$ cat config.mk
export PLATFORM = sky130hd
export DESIGN_NAME = ulpi_phy_responder
export DESIGN_NICKNAME = d
export VERILOG_FILES = /design/src/rtl/ulpi_resp_pkg.sv /design/src/rtl/ulpi_resp_status.sv /design/src/rtl/ulpi_resp_capture.sv /design/src/rtl/ulpi_resp_busctl.sv /design/src/rtl/ulpi_phy_responder.sv
export SDC_FILE = /design/constraint.sdc
export NUM_CORES = 1
export LEC_CHECK = 0
export CORE_MARGIN = 10
export CORE_UTILIZATION = 35
export DETAILED_ROUTE_END_ITERATION = 8
export HOLD_SLACK_MARGIN = 0.12
export PLACE_DENSITY = 0.69
export SYNTH_ARGS = -nofsm -noshare
export SYNTH_HDL_FRONTEND = slang
export SYNTH_SLANG_ARGS = --single-unit
$ cat constraint.sdc
create_clock -name clk -period 2.3 [get_ports clk]
set_clock_uncertainty 0.05 [all_clocks]
set_input_delay 0.23 -clock clk [delete_from_list [all_inputs] [get_ports clk]]
set_output_delay 0.23 -clock clk [all_outputs]
set_load 0.02 [all_outputs]
$ cat src/rtl/ulpi_resp_pkg.sv
package ulpi_resp_pkg;
  localparam int BYTE_W = 8;
  localparam logic [1:0] LINE_J = 2'b01;
  localparam logic [BYTE_W-1:0] TXCMD_NOOP = '0;

  typedef enum logic [1:0] {
    BUS_PHY     = 2'd0,
    BUS_TA_LINK = 2'd1,
    BUS_LINK    = 2'd2,
    BUS_TA_PHY  = 2'd3
  } bus_state_e;

  function automatic logic [1:0] vbus_code(input logic s_end, input logic s_valid,
                                           input logic v_valid);
    if (v_valid)      return 2'b11;
    else if (s_valid) return 2'b10;
    else if (s_end)   return 2'b00;
    else              return 2'b01;
  endfunction

  function automatic logic [1:0] event_code(input logic active, input logic err,
                                            input logic disc);
    if (disc)               return 2'b10;
    else if (active && err) return 2'b11;
    else if (active)        return 2'b01;
    else                    return 2'b00;
  endfunction

  function automatic logic [BYTE_W-1:0] pack_status(input logic [1:0] vb,
                                                    input logic [1:0] ev);
    return {2'b00, ev, vb, LINE_J};
  endfunction
endpackage

$ cat src/rtl/ulpi_resp_status.sv
module ulpi_resp_status
  import ulpi_resp_pkg::*;
(
  input  logic              sess_end,
  input  logic              sess_valid,
  input  logic              vbus_valid,
  input  logic              host_disc,
  input  logic              rx_err,
  input  logic              rx_active,
  output logic [BYTE_W-1:0] status_byte
);
  logic [1:0] vb;
  logic [1:0] ev;

  always_comb begin
    vb          = vbus_code(sess_end, sess_valid, vbus_valid);
    ev          = event_code(rx_active, rx_err, host_disc);
    status_byte = pack_status(vb, ev);
  end
endmodule

$ cat src/rtl/ulpi_resp_capture.sv
module ulpi_resp_capture
  import ulpi_resp_pkg::*;
(
  input  logic              clk,
  input  logic              rst_n,
  input  logic              link_cycle,
  input  logic [BYTE_W-1:0] din,
  input  logic              stp,
  output logic              link_end,
  output logic              cap_valid,
  output logic [BYTE_W-1:0] cap_data,
  output logic              cap_last
);
  logic              hold_v;
  logic [BYTE_W-1:0] hold_d;

  assign link_end = link_cycle && (stp || (!hold_v && din == TXCMD_NOOP));

  always_ff @(posedge clk or negedge rst_n) begin
    if (!rst_n) begin
      hold_v    <= 1'b0;
      hold_d    <= '0;
      cap_valid <= 1'b0;
      cap_data  <= '0;
      cap_last  <= 1'b0;
    end else begin
      cap_valid <= 1'b0;
      cap_last  <= 1'b0;
      if (link_cycle) begin
        if (stp) begin
          if (hold_v) begin
            cap_valid <= 1'b1;
            cap_data  <= hold_d;
            cap_last  <= 1'b1;
          end
          hold_v <= 1'b0;
        end else if (hold_v) begin
          cap_valid <= 1'b1;
          cap_data  <= hold_d;
          hold_d    <= din;
        end else if (din != TXCMD_NOOP) begin
          hold_v <= 1'b1;
          hold_d <= din;
        end
      end
    end
  end
endmodule

$ cat src/rtl/ulpi_resp_busctl.sv
module ulpi_resp_busctl
  import ulpi_resp_pkg::*;
(
  input  logic              clk,
  input  logic              rst_n,
  input  logic              rxs_valid,
  input  logic [BYTE_W-1:0] rxs_data,
  input  logic              rxs_last,
  input  logic              link_oe,
  input  logic              stp,
  input  logic [BYTE_W-1:0] din,
  input  logic              link_end,
  input  logic [BYTE_W-1:0] status_byte,
  output logic              dir,
  output logic              nxt,
  output logic [BYTE_W-1:0] dout,
  output logic              rxs_ready,
  output logic              rx_active,
  output bus_state_e        state,
  output logic              proto_err
);
  bus_state_e st_q, st_n;
  logic       in_pkt_q;
  logic       pend_q;
  logic       err_n;

  assign state     = st_q;
  assign rx_active = in_pkt_q || pend_q;

  always_comb begin
    st_n      = st_q;
    dir       = (st_q == BUS_PHY) || (st_q == BUS_TA_PHY);
    nxt       = 1'b0;
    dout      = '0;
    rxs_ready = 1'b0;
    unique case (st_q)
      BUS_PHY: begin
        if (rxs_valid) begin
          nxt       = 1'b1;
          dout      = rxs_data;
          rxs_ready = 1'b1;
        end else begin
          dout = status_byte;
          if (!rx_active) st_n = BUS_TA_LINK;
        end
      end
      BUS_TA_LINK: st_n = BUS_LINK;
      BUS_LINK: begin
        nxt = 1'b1;
        if (link_end) st_n = BUS_TA_PHY;
      end
      BUS_TA_PHY: begin
        nxt  = rxs_valid;
        st_n = BUS_PHY;
      end
      default: st_n = BUS_PHY;
    endcase
  end

  always_comb begin
    err_n = 1'b0;
    if (st_q == BUS_PHY && (link_oe || stp)) err_n = 1'b1;
    if ((st_q == BUS_TA_LINK || st_q == BUS_TA_PHY) && link_oe) err_n = 1'b1;
    if (st_q == BUS_LINK && stp && din != TXCMD_NOOP) err_n = 1'b1;
  end

  always_ff @(posedge clk or negedge rst_n) begin
    if (!rst_n) begin
      st_q      <= BUS_PHY;
      in_pkt_q  <= 1'b0;
      pend_q    <= 1'b0;
      proto_err <= 1'b0;
    end else begin
      st_q      <= st_n;
      proto_err <= err_n;
      pend_q    <= (st_q == BUS_TA_PHY) && rxs_valid;
      if (rxs_ready) in_pkt_q <= !rxs_last;
    end
  end
endmodule

$ cat src/rtl/ulpi_phy_responder.sv
module ulpi_phy_responder
  import ulpi_resp_pkg::*;
(
  input  logic              clk,
  input  logic              rst_n,
  output logic              ulpi_dir,
  output logic              ulpi_nxt,
  output logic [BYTE_W-1:0] ulpi_dout,
  input  logic [BYTE_W-1:0] ulpi_din,
  input  logic              ulpi_link_oe,
  input  logic              ulpi_stp,
  input  logic              rxs_valid,
  input  logic [BYTE_W-1:0] rxs_data,
  input  logic              rxs_last,
  output logic              rxs_ready,
  input  logic              st_sess_end,
  input  logic              st_sess_valid,
  input  logic              st_vbus_valid,
  input  logic              st_host_disc,
  input  logic              st_rx_err,
  output logic              txc_valid,
  output logic [BYTE_W-1:0] txc_data,
  output logic              txc_last,
  output logic              proto_err
);
  logic [BYTE_W-1:0] status_byte;
  logic              rx_active;
  logic              link_end;
  bus_state_e        state;
  logic              link_cycle;
  logic              ta_cycle;

  assign link_cycle = (state == BUS_LINK);
  assign ta_cycle   = (state == BUS_TA_LINK) || (state == BUS_TA_PHY);

  ulpi_resp_status u_status (
    .sess_end   (st_sess_end),
    .sess_valid (st_sess_valid),
    .vbus_valid (st_vbus_valid),
    .host_disc  (st_host_disc),
    .rx_err     (st_rx_err),
    .rx_active  (rx_active),
    .status_byte(status_byte)
  );

  ulpi_resp_busctl u_busctl (
    .clk        (clk),
    .rst_n      (rst_n),
    .rxs_valid  (rxs_valid),
    .rxs_data   (rxs_data),
    .rxs_last   (rxs_last),
    .link_oe    (ulpi_link_oe),
    .stp        (ulpi_stp),
    .din        (ulpi_din),
    .link_end   (link_end),
    .status_byte(status_byte),
    .dir        (ulpi_dir),
    .nxt        (ulpi_nxt),
    .dout       (ulpi_dout),
    .rxs_ready  (rxs_ready),
    .rx_active  (rx_active),
    .state      (state),
    .proto_err  (proto_err)
  );

  ulpi_resp_capture u_capture (
    .clk       (clk),
    .rst_n     (rst_n),
    .link_cycle(link_cycle),
    .din       (ulpi_din),
    .stp       (ulpi_stp),
    .link_end  (link_end),
    .cap_valid (txc_valid),
    .cap_data  (txc_data),
    .cap_last  (txc_last)
  );
endmodule

Yosys cells after proc, flatten, opt, wreduce, memory -nomap -nowiden
Index checks and enable logic that the tools add are counted.
{"block": "totals", "regBits": 24, "latch_bits": 0, "ram_bits": 0, "rom_bits": 0, "inputBits": 27, "out_inout_bits": 22, "word_cells": 65, "memories": 0}
{"block": "op_classes", "add_sub_neg": 0, "n_mul": 0, "div": 0, "order_cmp": 0, "eq_ne": 6, "shift": 0, "n_mux": 27, "bitwise": 1, "reduce_logical": 22}
{"op": "2-to-1 mux 8 bit", "count": 4}
{"op": "2-to-1 mux 1 bit", "count": 14}
{"op": "2-to-1 mux 2 bit", "count": 7}
{"op": "logical AND 1 bit", "count": 8}
{"op": "logical NOT 8 bit", "count": 1}
{"op": "case mux 2 bit (4 select lines)", "count": 1}
{"op": "nonzero test 8 bit", "count": 1}
{"op": "inequality test 2 bit (second input constant)", "count": 3}
{"op": "AND reduction 3 bit", "count": 2}
{"op": "logical OR 1 bit", "count": 5}
{"op": "equality test 2 bit (second input constant)", "count": 2}
{"op": "case mux 1 bit (3 select lines)", "count": 1}
{"op": "equality test 2 x 1 -> 1 bit (second input constant)", "count": 1}
{"op": "logical NOT 1 bit", "count": 2}
{"op": "logical NOT 2 bit", "count": 1}
{"op": "AND reduction 2 bit", "count": 1}
{"op": "nonzero test 2 bit", "count": 1}
{"op": "NOT 1 bit", "count": 1}

Depth between registers and ports, before layout
Gate-level depths: netlist of run 1.
{"block": "logic_depth", "depth_word": 6, "depth_mapped": 7, "mapped_depth_nobuf": 6}

Modules after synthesis
Synthesis of run 1 repeated with hierarchy kept, for this count alone.
{"block": "unflattened", "hier_cells": 104, "hier_area_um2": 1255.0}
{"module": "ulpi_resp_capture", "n_inst": 1, "cells_per_inst": 46, "area_each_um2": 730.7, "seq_area_each_um2": 475.5}
{"module": "ulpi_resp_busctl", "n_inst": 1, "cells_per_inst": 47, "area_each_um2": 445.4, "seq_area_each_um2": 125.1}
{"module": "ulpi_resp_status", "n_inst": 1, "cells_per_inst": 10, "area_each_um2": 65.1, "seq_area_each_um2": 0.0}
{"module": "ulpi_phy_responder", "n_inst": 1, "cells_per_inst": 1, "area_each_um2": 13.8, "seq_area_each_um2": 0.0}

Least setup slack after synthesis of run 1
Ideal clock, no wire load.
{"block": "synth_path", "path_type": "flip-flop to flip-flop", "from": "reg u_busctl.st_q[0] (netlist: u_busctl.state[0])", "to": "reg u_busctl.st_q[1] (netlist: u_busctl.state[1])", "setup_ns": 0.079, "arrival_ns": 1.587, "required_time_ns": 2.171, "setup_slack_ns": 0.584, "stages_incl_launch_ff": 8, "n_path_buf": 1, "period_less_slack_ns": 1.716, "path_cell_list": "dfrtp_1 inv_1 ha_1 nor2b_1 clkbuf_1 o31ai_4 o21ai_2 mux2i_1"}
{"block": "synth_between", "elab_chain_cells": 4, "word_cells_on_any_way": 10, "cone_classes": "eq/ne (6); mux (1); reduce/logical (3)"}
{"element": "from (decl)", "line_no": "ulpi_resp_busctl.sv:22", "text": "bus_state_e st_q, st_n;"}
{"element": "from (signal assigned)", "line_no": "ulpi_resp_busctl.sv:74", "text": "st_q <= st_n;"}
{"element": "equality test 2 bit", "line_no": "ulpi_resp_busctl.sv:36, ulpi_phy_responder.sv:33"}
{"element": "logical AND 1 bit", "line_no": "ulpi_resp_capture.sv:17", "text": "assign link_end = link_cycle && (stp || (!hold_v && din == TXCMD_NOOP));"}
{"element": "inequality test 2 bit (no line)"}
{"element": "AND reduction 3 bit (no line)"}
Parallel ways exist; a longest one is shown, timed or not.
A chain may end at the register's enable or synchronous reset.

Worst setup path after layout of run 1
{"block": "layout_path", "from": "reg u_busctl.st_q[0] (netlist: u_busctl.state[0])", "to": "out ulpi_dout[2]"}
{"block": "layout_between", "elab_chain_cells": 2}
{"element": "logical NOT 2 bit", "line_no": "ulpi_resp_busctl.sv:36", "text": "unique case (st_q)"}
{"element": "2-to-1 mux 8 bit", "line_no": "ulpi_resp_busctl.sv:36"}
{"element": "to (decl)", "line_no": "ulpi_phy_responder.sv:8", "text": "output logic [BYTE_W-1:0] ulpi_dout,"}
Every way passes these cells.

==> impl_metrics.yaml, run 1 <==
worst_setup_path:
  end_kind: "primary output"
  crit_buf_inv: 2
  arrival_ns: 1.88
  slowest_delay_ns: 0.61
  cp-start-kind: "flip-flop"
  r2r_cells: 6
  crit_slowest_cell: "clkdlybuf4s50_1"
  critPathKind: "reg2out"
  cp.depth: 5
  crit_chain: "inv_1, ha_4, o21ai_0, nor2_1, clkdlybuf4s50_1"
  cpLargestDelayFamily: "buffers and inverters"
  cp_max_fo: 10
  cp_data_required_time_ns: 2.02
logic_synthesis:
  synth-simple-area-share_pct: 9.68
  ys.flop_type: "dfrtp_1"
  synth-seq-area-share_pct: 54.7
  synthMuxAreaShare_pct: 9.11
  synth-compound-area-share_pct: 17.1
  ys_top_cells_by_area: "dfrtp_1 55%, mux2_2 8.2%, a22o_1 6.4%, ha_1 5.7%, o21ai_0 3.6%"
  synth_xor_area_share_pct: 0
  synth_top_family_by_area: "compound AO/OA/AOI/OAI gates"
  synth_common_cells: "24 x dfrtp_1, 9 x nor2_1"
  synth_edf_count: 0
  synth_top_area_share_pct: 54.7
  synth.most_common_cell: "dfrtp_1"
  async_flop_share_pct: 100
  synth_fa_ha_area_share_pct: 5.69
  syn_nets: 128
  synth_cell_type_count: 22
  synth_cells: 96
  syn_area_mm2: 0.00110
  synth_top_cell_by_area: "dfrtp_1"
  ys_seq_elements: 24
  ys_warn_count: 0
  syn_avg_cell_area_um2: 11.4
grt:
  antenna_found_initial: 0
  grt_overflow: 0
  grt_max_degree: 25
  grt_usage_pct: 10.2
  grt_pass1_vias: 1017
  grt_first_pass_wirelength_um: 4930
clocking:
  root_buffer: "clkbuf_4"
  clk_latency_ns: 0.32
  tritoncts: "built"
  cts_hold_buf: 0
  numCtsBuffers: 3
  h-tree-depth: 1
  clk_pin_slew_ns: 0.14
  clockBufferDepth: 2
  cts_num_sinks: 24
  cts_setup_buffers: 0
placement:
  place_ws_ns: 0.173
  port_buffers: 48
  post-dp-hpwl_um: 2390
  gp_congestion: 0.727
  place_inst: 189
pwr:
  ir_drop_mv: 0.813
  power_density_mw_per_mm2: 1290
  power_mw: 2.22
  p_leak_nw: 0.821
timing:
  timing.final.crit_share_pct: 94.0
  setup_slack_ns: 0.138
  hold_viol: 0
  report.final.slew_viol_count: 0
  finalWorstPathRequiredPeriod_ns: 2.16
  relSlewSlack_pct: 69.3
  setup_tns_ns: 0
  worst_slew_pin_slew_ns: 0.459
  rsz0062_at_grt: "false"
  setup_viol: 0
  fmax_mhz: 463
layout:
  fillerInstances: 259
  multi_input_area_um2: 469
  layoutNonFillerInstCount: 193
  syn_to_final_growth_pct: 56.8
  layout-drive-gt1-share_pct: 13.4
  nNetsFinal: 182
  area.sequential_um2: 601
  num_antenna_cells: 0
flow_run:
  cap_violations: 0
drt:
  drc_errors: 0
  dr.pass1.iters: 4
  vias: 929
  drt-total-wl_um: 2950
  routedWlPerCell_um: 15.3
  antenna_left: 0
  vias_per_cell: 4.81
  drtIter0Drc: 82
floorplanning:
  num_io_pins: 49
  fp.coreArea_mm2: 0.00303
  rows: 20
  die_x_um: 76.0
  start_util_pct: 36.3
  dieArea_mm2: 0.00578
  fp.dieH_um: 76.0
hold_path:
  hold_path.class: "in2async"
status:
  status: "finished, final reports clean"
==> per-stage QoR <==
step | util [%] | instance area [um2] | hold slack [ns]
5_1_grt | 56.9 | 1720 | 0.189
6_report | 56.9 | 1720 | 0.186
2_1_floorplan | - | 1100 | -0.116
4_1_cts | 56.3 | 1710 | 0.197
3_3_place_gp | 54.6 | 1650 | 0.433
3_5_place_dp | 54.6 | 1650 | 0.435
==> final timing paths <==
path | from | to | slack, ns
worst max-delay path | u_busctl.state[0] | ulpi_dout[2] | 0.14
worst min-delay path | rst_n | u_capture.hold_d[1] | 0.19
worst max register to register | u_busctl.state[0] | u_capture.hold_d[7] | 0.49
worst min register to register | u_capture.hold_d[4] | u_capture.hold_d[4] | 0.46
max in group asynchronous | rst_n | u_capture.cap_data[4] | 1.77
min in group clk | rxs_last | u_busctl.in_pkt_q | 0.41
==> power by group <==
part / internal [mW] / total (mW) / switching (mW)
clock: 0.176 / 0.301 / 0.124
combinational: 0.592 / 1.20 / 0.605
sequential: 0.616 / 0.722 / 0.106
==> state kept, by name (all words and copies together), names as in the netlist <==
register,count
u_busctl.state,2
u_busctl.pend_q,1
u_capture.cap_data,8
u_capture.hold_v,1
u_capture.cap_valid,1
u_busctl.in_pkt_q,1
u_capture.cap_last,1
u_busctl.proto_err,1
u_capture.hold_d,8
==> cells by family after synthesis <==
kind of cell               after synthesis
buffers and inverters                   11
and+or+nand+nor                         21
DFF                                     24
AOI/OAI and AO/OA                       26
adders and majority gates                5
muxes                                    9
==> placed cells by master (no fill, tap or decap), drive strengths merged, types with 2 or more instances in the layout <==
cell type / instances
clkdlybuf4s50: 43
dfrtp: 24
nor2: 9
o21ai: 9
inv: 8
a22o: 8
mux2: 8
a21oi: 5
ha: 5
buf: 4
and3: 3
nor3: 3
clkbuf: 3
dlymetal6s2s: 3
nand2: 2
dlygate4sd2: 2
or4: 2
==> final cells by class <==
class                      count  area share (%)
clock buffer                   3            1.31
sequential                    24            34.9
clock inverter                 1            1.74
tap                           44            3.20
inverter                       8            1.74
multi-input combinational     61            27.2
timing repair buffer          52            29.9
==> worst register-to-register path, stage by stage, from the launching register on <==
cell and delay (ns):
dfrtp_1 0.44, inv_1 0.16, ha_1 0.28, nor2b_1 0.29, o31ai_4 0.13, buf_4 0.19
a22o_1 0.19
==> layer usage <==
metal  wire length [um]  share of wire (%)  global-route usage (%)  vias to the layer above
met5                  0                  0                       0                        -
met1               1060                 36                    10.2                      470
li1                   -                  -                       -                      442
met3                126                4.3                    3.18                        2
met4                 27               0.92                    2.84                        0
met2               1730                 59                    19.6                       15
==> repair_timing <==
item / 4_1_cts / 5_1_grt
endpoints found under the setup margin: 6 / 7
gates resized for setup: 3 / 4
gates cloned: 0 / 0
No activity file was read; power rests on OpenSTA's default activity.
==> inputs of run 2 (changes only) <==
Settings changed: CORE_ASPECT_RATIO from default to 0.8.
==> run 2 against run 1 <==
Total power up 1.8%. Global-route usage fell by 0.16 points. Register-to-register slack better by 0.05 ns. Critical endpoint is now ulpi_dout[3].
==> impl_metrics.yaml, run 2 (same netlist as run 1, synthesis figures left out) <==
layout:
  mostFrequentLayoutCell: "clkdlybuf4s50_1"
  num_antenna_cells: 0
  nNetsFinal: 182
  layout-drive-gt1-share_pct: 13.4
  layoutNonFillerInstCount: 189
  final_cell_mix: "43 x clkdlybuf4s50_1, 24 x dfrtp_1, 9 x nor2_1"
  syn_to_final_growth_pct: 57.5
pwr:
  power_density_mw_per_mm2: 1310
  p_switching_mw: 0.822
  p_leak_nw: 0.836
  clockPowerShare_pct: 16.0
  seq_power_share_pct: 32.4
  internal_power_mw: 1.44
  power_frac_comb_pct: 51.6
  switching_share_pct: 36.4
  ir_drop_mv: 0.731
floorplanning:
  rows: 18
  fp.dieH_um: 70.1
  fp.coreArea_mm2: 0.00304
  die_x_um: 82.6
  start_util_pct: 36.1
  num_io_pins: 49
  dieArea_mm2: 0.00579
clocking:
  h-tree-depth: 1
  tritoncts: "built"
  numCtsBuffers: 3
  cts_num_sinks: 24
  root_buffer: "clkbuf_8"
  cts_setup_buffers: 0
  clk_latency_ns: 0.26
  clk_pin_slew_ns: 0.08
  clockBufferDepth: 2
drt:
  drt-total-wl_um: 2880
  vias_per_cell: 4.80
  vias: 907
  dr.pass1.iters: 4
  drtIter0Drc: 32
  antenna_left: 0
  drc_errors: 0
  routedWlPerCell_um: 15.2
timing:
  setup_slack_ns: 0.124
  report.final.slew_viol_count: 0
  worst_slew_pin_slew_ns: 0.443
  fmax_mhz: 460
  rsz0062_at_grt: "false"
  setup_tns_ns: 0
  hold_viol: 0
  setup_viol: 0
  worst_hold_slack_ns: 0.260
  relSlewSlack_pct: 70.4
  timing.final.crit_share_pct: 94.6
  finalWorstPathRequiredPeriod_ns: 2.18
placement:
  place_ws_ns: 0.197
  post-dp-hpwl_um: 2380
  gp_congestion: 0.800
  place_inst: 185
  port_buffers: 48
grt:
  grt_overflow: 0
  grt_max_degree: 25
  grt_first_pass_wirelength_um: 4610
  grt_usage_pct: 10.1
  grt_pass1_vias: 963
  antenna_found_initial: 0
worst_setup_path:
  cp-start-kind: "flip-flop"
  arrival_ns: 1.90
  critPathKind: "reg2out"
  end_kind: "primary output"
  cp_data_required_time_ns: 2.02
  cp_max_fo: 10
status:
  status: "finished, final reports clean"
hold_path:
  hold_path.class: "in2async"
flow_run:
  cap_violations: 0
==> run 2: cell count changes in the layout (fill, tap and decap cells not counted) <==
cell	delta
clkbuf_4	-3
ha_2	+1
dlymetal6s2s_1	+1
ha_4	-1
dlygate4sd2_1	-1
clkbuf_8	+3
==> run 2: power by group through the flow <==
stage / logic (mW) / registers (mW) / clock network, mW
floorplan: 0.568 / 0.823 / 0
global placement: 1.17 / 0.731 / 0
detailed placement: 1.20 / 0.738 / 0
CTS: 1.20 / 0.735 / 0.373
global route: 1.27 / 0.763 / 0.391
finish: 1.17 / 0.733 / 0.360
==> run 2: final timing paths <==
check	depth (start not counted)	endpoint	start	slack [ns]
min in group clk	1	u_capture.hold_d[2]	u_capture.hold_d[2]	0.46
worst max-delay path	5	ulpi_dout[3]	u_busctl.state[1]	0.12
worst min-delay path	2	u_capture.cap_data[0]	rst_n	0.26
max in group asynchronous	2	u_capture.cap_valid	rst_n	1.71
worst min register to register	1	u_capture.hold_d[2]	u_capture.hold_d[2]	0.46
worst max register to register	6	u_capture.hold_d[4]	u_busctl.state[0]	0.54
==> run 2: metrics by stage <==
stage | util (%) | total power [mW] | cell area (um2)
4_1_cts | 56.6 | 2.31 | 1720
2_1_floorplan | - | 1.39 | 1100
3_5_place_dp | 54.2 | 1.94 | 1650
3_3_place_gp | 54.2 | 1.90 | 1650
5_1_grt | 56.9 | 2.42 | 1730
6_report | 56.9 | 2.26 | 1730
==> run 2: area by class of cell <==
| type | instances | area (um2) |
|---|---|---|
| Inverter | 8 | 30.0 |
| Clock inverter | 1 | 30.0 |
| Multi-Input combinational cell | 61 | 459 |
| Timing Repair Buffer | 52 | 519 |
| Sequential cell | 24 | 601 |
| Tap cell | 40 | 50.0 |
| Fill cell | 264 | 1310 |
| Clock buffer | 3 | 41.3 |
==> run 2: layer usage <==
metal  GRT usage [%]  vias up  wire [um]
li1                -      443          -
met1            11.4      437       1170
met2            17.4       24       1500
met3            4.09        3        195
met4            1.48        0         10
met5               0        -          0
==> run 2: critical path: stages, from the launching register on <==
cell and delay [ns]:
dfrtp_1 0.41, inv_1 0.14, ha_2 0.28, o21ai_0 0.10, nor2_1 0.09, clkdlybuf4s50_1 0.61
==> run 2: repair_timing <==
action / 4_1_cts / 5_1_grt
resized for setup: 2 / 4
hold buffers: 0 / 0
hold endpoints to repair: 0 / 0
endpoints found under the setup margin: 3 / 4
==> inputs of run 3 (changes only) <==
Settings changed: CAP_MARGIN from default to 20.
==> results of run 3 <==
Same layout as run 2: the final DEF is identical, and so are final timing and power.
